`config.mk`:
```
export PLATFORM = sky130hd
export DESIGN_NAME = stopgate_wdt
export DESIGN_NICKNAME = d
export VERILOG_FILES = /design/src/rtl/stopgate_wdt_pkg.sv /design/src/rtl/stopgate_wdt_dp.sv /design/src/rtl/stopgate_wdt_ctrl.sv /design/src/rtl/stopgate_wdt.sv
export SDC_FILE = /design/constraint.sdc
export NUM_CORES = 1
export LEC_CHECK = 0
export BUFFER_PORTS_ARGS = -buffer_cell sky130_fd_sc_hd__buf_2
export CAP_MARGIN = 0
export CORE_UTILIZATION = 55
export CTS_BUF_LIST = sky130_fd_sc_hd__clkbuf_8
export CTS_CLUSTER_DIAMETER = 80
export DETAILED_ROUTE_END_ITERATION = 10
export GPL_ROUTABILITY_DRIVEN = 1
export GPL_TIMING_DRIVEN = 1
export PLACE_DENSITY = 0.79
export SLEW_MARGIN = 5
export SYNTH_ARGS = -nofsm -noshare
export SYNTH_HDL_FRONTEND = slang
export SYNTH_SLANG_ARGS = --single-unit
```
`constraint.sdc`:
```
create_clock -name clk -period 2.8 [get_ports clk]
set_input_delay 0.56 -clock clk [delete_from_list [all_inputs] [get_ports clk]]
set_output_delay 0.56 -clock clk [all_outputs]
set_load 0.005 [all_outputs]
```
`src/rtl/stopgate_wdt_pkg.sv`:
```
package stopgate_wdt_pkg;
  typedef enum logic [1:0] {
    PH_RUN    = 2'd0,
    PH_SLEEP  = 2'd1,
    PH_SETTLE = 2'd2
  } phase_t;

  typedef struct packed {
    logic cntEn;    // advance watchdog
    logic cntClr;   // zero watchdog
    logic stabClr;  // restart stabilization count
    logic stabEn;   // advance stabilization count
  } strobe_t;
endpackage

```
`src/rtl/stopgate_wdt_dp.sv`:
```
module stopgate_wdt_dp
  import stopgate_wdt_pkg::*;
#(
  parameter int CNT_W        = 16,
  parameter int SEL_W        = 3,
  parameter int STAB_MIN_LOG = 11,
  parameter int STAB_W       = STAB_MIN_LOG + (2 ** SEL_W)
) (
  input  logic              clk,
  input  logic              rstN,
  input  strobe_t           strb,
  input  logic [SEL_W-1:0]  stabSel,
  output logic [CNT_W-1:0]  count,
  output logic              wdtReset,
  output logic [STAB_W-1:0] stabCount,
  output logic              stabDone
);
  localparam logic [CNT_W-1:0] CNT_MAX = '1;

  logic [STAB_W-1:0] stabTarget;
  logic              atTop;

  assign stabTarget = STAB_W'(1) << (STAB_MIN_LOG + int'(stabSel));
  assign stabDone   = (stabCount >= stabTarget);
  assign atTop      = (count == CNT_MAX);

  // watchdog count and overflow pulse
  always_ff @(posedge clk or negedge rstN) begin
    if (!rstN) begin
      count    <= '0;
      wdtReset <= 1'b0;
    end else if (strb.cntClr) begin
      count    <= '0;
      wdtReset <= 1'b0;
    end else if (strb.cntEn) begin
      count    <= atTop ? '0 : count + 1'b1;
      wdtReset <= atTop;
    end else begin
      wdtReset <= 1'b0;
    end
  end

  // stabilization counter, saturates once the target is reached
  always_ff @(posedge clk or negedge rstN) begin
    if (!rstN)
      stabCount <= '0;
    else if (strb.stabClr)
      stabCount <= '0;
    else if (strb.stabEn && !stabDone)
      stabCount <= stabCount + 1'b1;
  end

  assert_hold_R3: assert property (@(posedge clk) disable iff (!rstN)
    (!strb.cntEn && !strb.cntClr) |=> $stable(count));
  assert_wrap_zero_R7: assert property (@(posedge clk) disable iff (!rstN)
    wdtReset |-> (count == '0));
  assert_pulse_single_R7: assert property (@(posedge clk) disable iff (!rstN)
    wdtReset |=> !wdtReset);
  assert_clear_R8: assert property (@(posedge clk) disable iff (!rstN)
    strb.cntClr |=> (count == '0));
endmodule

```
`src/rtl/stopgate_wdt_ctrl.sv`:
```
module stopgate_wdt_ctrl
  import stopgate_wdt_pkg::*;
#(
  parameter int          KEY_W        = 8,
  parameter logic [KEY_W-1:0] CLR_KEY = 8'hA5,
  parameter int          CPU_WAKE_DLY = 17,
  parameter int          DLY_W        = $clog2(CPU_WAKE_DLY + 1)
) (
  input  logic             clk,
  input  logic             rstN,
  input  logic             xtalTick,
  input  logic             stopReq,
  input  logic             wakeEvt,
  input  logic             clkSwitchDone,
  input  logic             clrWrEn,
  input  logic [KEY_W-1:0] clrData,
  input  logic             stabDone,
  output strobe_t          strb,
  output logic             frozen,
  output logic             cpuRun
);
  localparam logic [DLY_W-1:0] DLY_LOAD = DLY_W'(CPU_WAKE_DLY);

  phase_t           phase;
  logic             cpuHold;
  logic [DLY_W-1:0] wakeCnt;

  always_comb begin
    strb.cntEn   = (phase == PH_RUN) && xtalTick;
    strb.cntClr  = clrWrEn && (clrData == CLR_KEY);
    strb.stabClr = (phase == PH_SLEEP) && wakeEvt;
    strb.stabEn  = (phase == PH_SETTLE) && xtalTick;
  end

  assign frozen = (phase != PH_RUN);
  assign cpuRun = !cpuHold;

  always_ff @(posedge clk or negedge rstN) begin
    if (!rstN) begin
      phase <= PH_RUN;
    end else begin
      case (phase)
        PH_RUN:    if (stopReq) phase <= PH_SLEEP;
        PH_SLEEP:  if (wakeEvt) phase <= PH_SETTLE;
        PH_SETTLE: if (clkSwitchDone || stabDone) phase <= PH_RUN;
        default:   phase <= PH_RUN;
      endcase
    end
  end

  // CPU release a fixed delay after wake
  always_ff @(posedge clk or negedge rstN) begin
    if (!rstN) begin
      cpuHold <= 1'b0;
      wakeCnt <= '0;
    end else if (phase == PH_RUN && stopReq) begin
      cpuHold <= 1'b1;
      wakeCnt <= '0;
    end else if (phase == PH_SLEEP && wakeEvt) begin
      wakeCnt <= DLY_LOAD;
    end else if (wakeCnt != '0) begin
      wakeCnt <= wakeCnt - 1'b1;
      if (wakeCnt == DLY_W'(1)) cpuHold <= 1'b0;
    end
  end

  assert_stop_freezes_R3: assert property (@(posedge clk) disable iff (!rstN)
    (phase == PH_RUN && stopReq) |=> frozen);
  assert_switch_resumes_R5: assert property (@(posedge clk) disable iff (!rstN)
    (phase == PH_SETTLE && clkSwitchDone) |=> !frozen);
  assert_refreeze_ignored_R10: assert property (@(posedge clk) disable iff (!rstN)
    (phase == PH_SETTLE && stopReq && !clkSwitchDone && !stabDone) |=> (phase == PH_SETTLE));
  assert_cpu_held_R11: assert property (@(posedge clk) disable iff (!rstN)
    (phase == PH_SLEEP) |-> !cpuRun);
endmodule

```
`src/rtl/stopgate_wdt.sv`:
```
module stopgate_wdt
  import stopgate_wdt_pkg::*;
#(
  parameter int          CNT_W        = 16,
  parameter int          SEL_W        = 3,
  parameter int          STAB_MIN_LOG = 11,
  parameter int          KEY_W        = 8,
  parameter logic [KEY_W-1:0] CLR_KEY = 8'hA5,
  parameter int          CPU_WAKE_DLY = 17,
  parameter int          STAB_W       = STAB_MIN_LOG + (2 ** SEL_W)
) (
  input  logic              clk,
  input  logic              rstN,
  input  logic              xtalTick,
  input  logic              stopReq,
  input  logic              wakeEvt,
  input  logic              clkSwitchDone,
  input  logic [SEL_W-1:0]  stabSel,
  input  logic              clrWrEn,
  input  logic [KEY_W-1:0]  clrData,
  output logic [CNT_W-1:0]  count,
  output logic              wdtReset,
  output logic              frozen,
  output logic              cpuRun,
  output logic [STAB_W-1:0] stabCount
);
  strobe_t strb;
  logic    stabDone;

  stopgate_wdt_ctrl #(
    .KEY_W(KEY_W), .CLR_KEY(CLR_KEY), .CPU_WAKE_DLY(CPU_WAKE_DLY)
  ) uCtrl (
    .clk(clk), .rstN(rstN), .xtalTick(xtalTick), .stopReq(stopReq),
    .wakeEvt(wakeEvt), .clkSwitchDone(clkSwitchDone), .clrWrEn(clrWrEn),
    .clrData(clrData), .stabDone(stabDone), .strb(strb), .frozen(frozen),
    .cpuRun(cpuRun)
  );

  stopgate_wdt_dp #(
    .CNT_W(CNT_W), .SEL_W(SEL_W), .STAB_MIN_LOG(STAB_MIN_LOG), .STAB_W(STAB_W)
  ) uDp (
    .clk(clk), .rstN(rstN), .strb(strb), .stabSel(stabSel), .count(count),
    .wdtReset(wdtReset), .stabCount(stabCount), .stabDone(stabDone)
  );
endmodule

```
==> flow_summary_export.csv <==
group,metric,value,unit
cts,cts_tree,"done",
routing,drt_wl_total,8070,um
power_and_ir_drop,leakage,1.73,nW
final_layout,final_nets,437,
timing,fmax,338,MHz
final_layout,fillers,326,
placement,place_congestion,0.825,
run,max-cap-violations,0,
synthesis,synth_largest_area_cell,"dfrtp_1",
synthesis,synth-seq-cells,44,
power_and_ir_drop,power_density,513,mW/mm^2
outcome,violations,"negative setup slack",
setup_path,arrival,3190,ps
die,dieWidth,73.0,um
final_layout,fin_area,0.00377,mm^2
timing,layout_setup_ws,-160,ps
placement,dp.cells,452,
placement,dpl_worst_slack,-434,ps
grt,grt_pass1_vias,2711,
placement,placement.io_buffers,55,
synthesis,avgSynthCellArea,8.76,um^2
cts,clock_latency,310,ps
die,dieHeight,73.0,um
setup_path,crit_path_start_kind,"input port",
timing,finClkSkew,9.08,ps
final_layout,syn_to_final_growth,36.0,%
power_and_ir_drop,vdd_ir_drop_max,0.000404,V
setup_path,worstSetupPathType,"in2reg",
synthesis,yosysSeqAreaShare,39.8,%
final_layout,diodes,0,
timing,fin_crit,2960,ps
routing,avgRoutedWirePerCell,17.1,um
synthesis,synth_edf_count,0,
routing,drc,0,
routing,vias,2959,
grt,grt_max_degree,45,
setup_path,crit_required,3030,ps
grt,grt-ovfl-total,0,
cts,cts.sinks,44,
final_layout,drive_gt1_share,34.1,%
die,num_io_pins,56,
placement,dp_hpwl,4870,um
timing,hold_viol,0,
cts,clk_pin_slew_worst_paths,80,ps
synthesis,yosys_warnings,0,
hold_path,hold_path.class,"in2async",
synthesis,synth_top_cells_by_count,"dfrtp_1, nand2_1, a21oi_1",
cts,htreeDepth,2,
die,rows,25,
grt,grt_pass1_wl,12400,um
cts,hold_buffers,0,
final_layout,instances_no_fill,472,
synthesis,synthCells,316,
setup_path,crit_fanout,6,
synthesis,synth_area_leaders,"dfrtp_1, ha_1, nand2_1, o31ai_1, a21oi_1",
synthesis,syn_area,0.00277,mm^2
synthesis,synth.distinct_cells,41,
routing,first_iter_violations,332,
cts,cts-root-buf,"clkbuf_8",
timing,fin_crit_sh,106,%
timing,drv_slew,0,
cts,cts_buffers,5,
timing,worstMarginPinSlew,975,ps
setup_path,end_kind,"flop",
timing,rsz0062_at_grt,"true",
timing,max-slew-margin-rel,35.0,%
die,die_area,0.00532,mm^2
synthesis,synth.most_common_cell,"dfrtp_1",
routing,drt-vias-per-instance,6.27,
grt,grt.total_usage,30.4,%
die,core_area,0.00479,mm^2
synthesis,yosysTopAreaCellShare,39.8,%
die,initial_core_util,57.9,%
synthesis,syn_nets,349,
cts,cts_buffer_depth,2,
grt,antenna_found_initial,0,
routing,dr.pass1.iters,5,
routing,postRouteAntennaNets,0,
outcome,status,"finished, violations left",
timing,setup_violations,17,
synthesis,ys.flop_type,"dfrtp_1",
synthesis,async_reset_ff_share,100,%
placement,postPlaceCellArea,0.00330,mm^2
## final cells by class
type,instances,area [um^2],area share [%]
flip-flops and latches,44,1100,29.2
repair buffers,92,642,17.0
multi-input cells,250,1790,47.5
clock buffers,5,68.8,1.83
clock inverters,3,38.8,1.03
well taps,67,83.8,2.23
inverters,11,41.3,1.10
## flip-flops by register name, summed over array words and instances, names as in the netlist
register and flops:
uCtrl.cpuHold 1, uCtrl.wakeCnt 5, uDp.count 16, uCtrl.phase 2, uDp.wdtReset 1, uDp.stabCount 19
## cell usage in the layout (no fill, tap or decap), types with 4 or more instances in the layout
cell type,count
a21oi_1,20
a21oi_2,4
and3_1,12
buf_2,53
buf_4,29
buf_6,7
clkbuf_8,5
dfrtp_1,44
ha_1,10
ha_4,5
inv_1,11
mux2i_1,5
nand2_1,35
nand3_1,20
nand4_1,6
nor2_1,17
nor2b_1,5
nor3_1,8
nor3b_1,4
nor4_1,5
o21ai_0,13
o31ai_1,13
or4_1,6
or4_4,4
xnor2_1,5
xor2_1,5
## report_power, final
part           switching, W  internal (W)
Sequential         0.000114      0.000727
Combinational      0.000306      0.000298
Clock              0.000224      0.000261
## final timing paths
| path | startpoint | end | slack, ps | cells after the start |
|---|---|---|---|---|
| worst max-delay path | stabSel[1] | uDp.stabCount[18] | -160 | 16 |
| worst min-delay path | rstN | uDp.count[0] | 410 | 1 |
| worst max register to register | uDp.stabCount[4] | uDp.stabCount[13] | 230 | 6 |
| worst min register to register | uCtrl.phase[1] | uCtrl.phase[0] | 530 | 1 |
| max in group asynchronous | rstN | uCtrl.wakeCnt[3] | 1790 | 1 |
| min in group clk | clkSwitchDone | uCtrl.phase[1] | 430 | 2 |
## stage by stage
stage          utilization (%)  total power [W]  TNS [ps]  hold slack (ps)
2_1_floorplan                -          0.00117     -1730              264
3_3_place_gp              68.9          0.00135     -6040              496
4_1_cts                   76.3          0.00191      -340              431
3_5_place_dp              68.9          0.00137     -6800              507
5_1_grt                   78.7          0.00205     -3500              432
6_report                  78.7          0.00193     -1740              406
## repair_timing
action                                  CTS  global route
resized for setup                        31            15
pin swaps                                 4            12
setup buffers                             6             4
endpoints found under the setup margin   16            20
cloned                                    2             0
## layer usage
metal	vias to the layer above	wire, um	GRT usage, %
li1	1352	-	-
met1	1409	3400	42.3
met2	167	3920	46.0
met3	31	535	5.11
met4	0	210	15.0
met5	-	0	0
## cell families (layout without fill, tap and decap cells)
| family | after synthesis | in the layout | share of synthesized area (%) |
|---|---|---|---|
| AND/OR/NAND/NOR | 150 | 150 | 28.9 |
| AO/OA/AOI/OAI | 69 | 69 | 15.5 |
| flip-flops | 44 | 44 | 39.8 |
| buffers and inverters | 22 | 111 | 3.66 |
| adder cells (fa/ha/maj) | 15 | 15 | 6.78 |
| XOR/XNOR | 10 | 10 | 3.16 |
| multiplexers | 6 | 6 | 2.21 |
## critical path, stage by stage
cell	delay (ps)
buf_6	100
nor2_4	110
inv_2	50
ha_4	240
buf_4	130
nor2_4	110
nand2_1	70
ha_1	270
o21a_1	170
o21ai_2	120
a21o_1	200
buf_4	130
nand3_2	100
buf_6	170
or4_1	470
a21oi_1	170
Power figures use the tool's default switching activity.
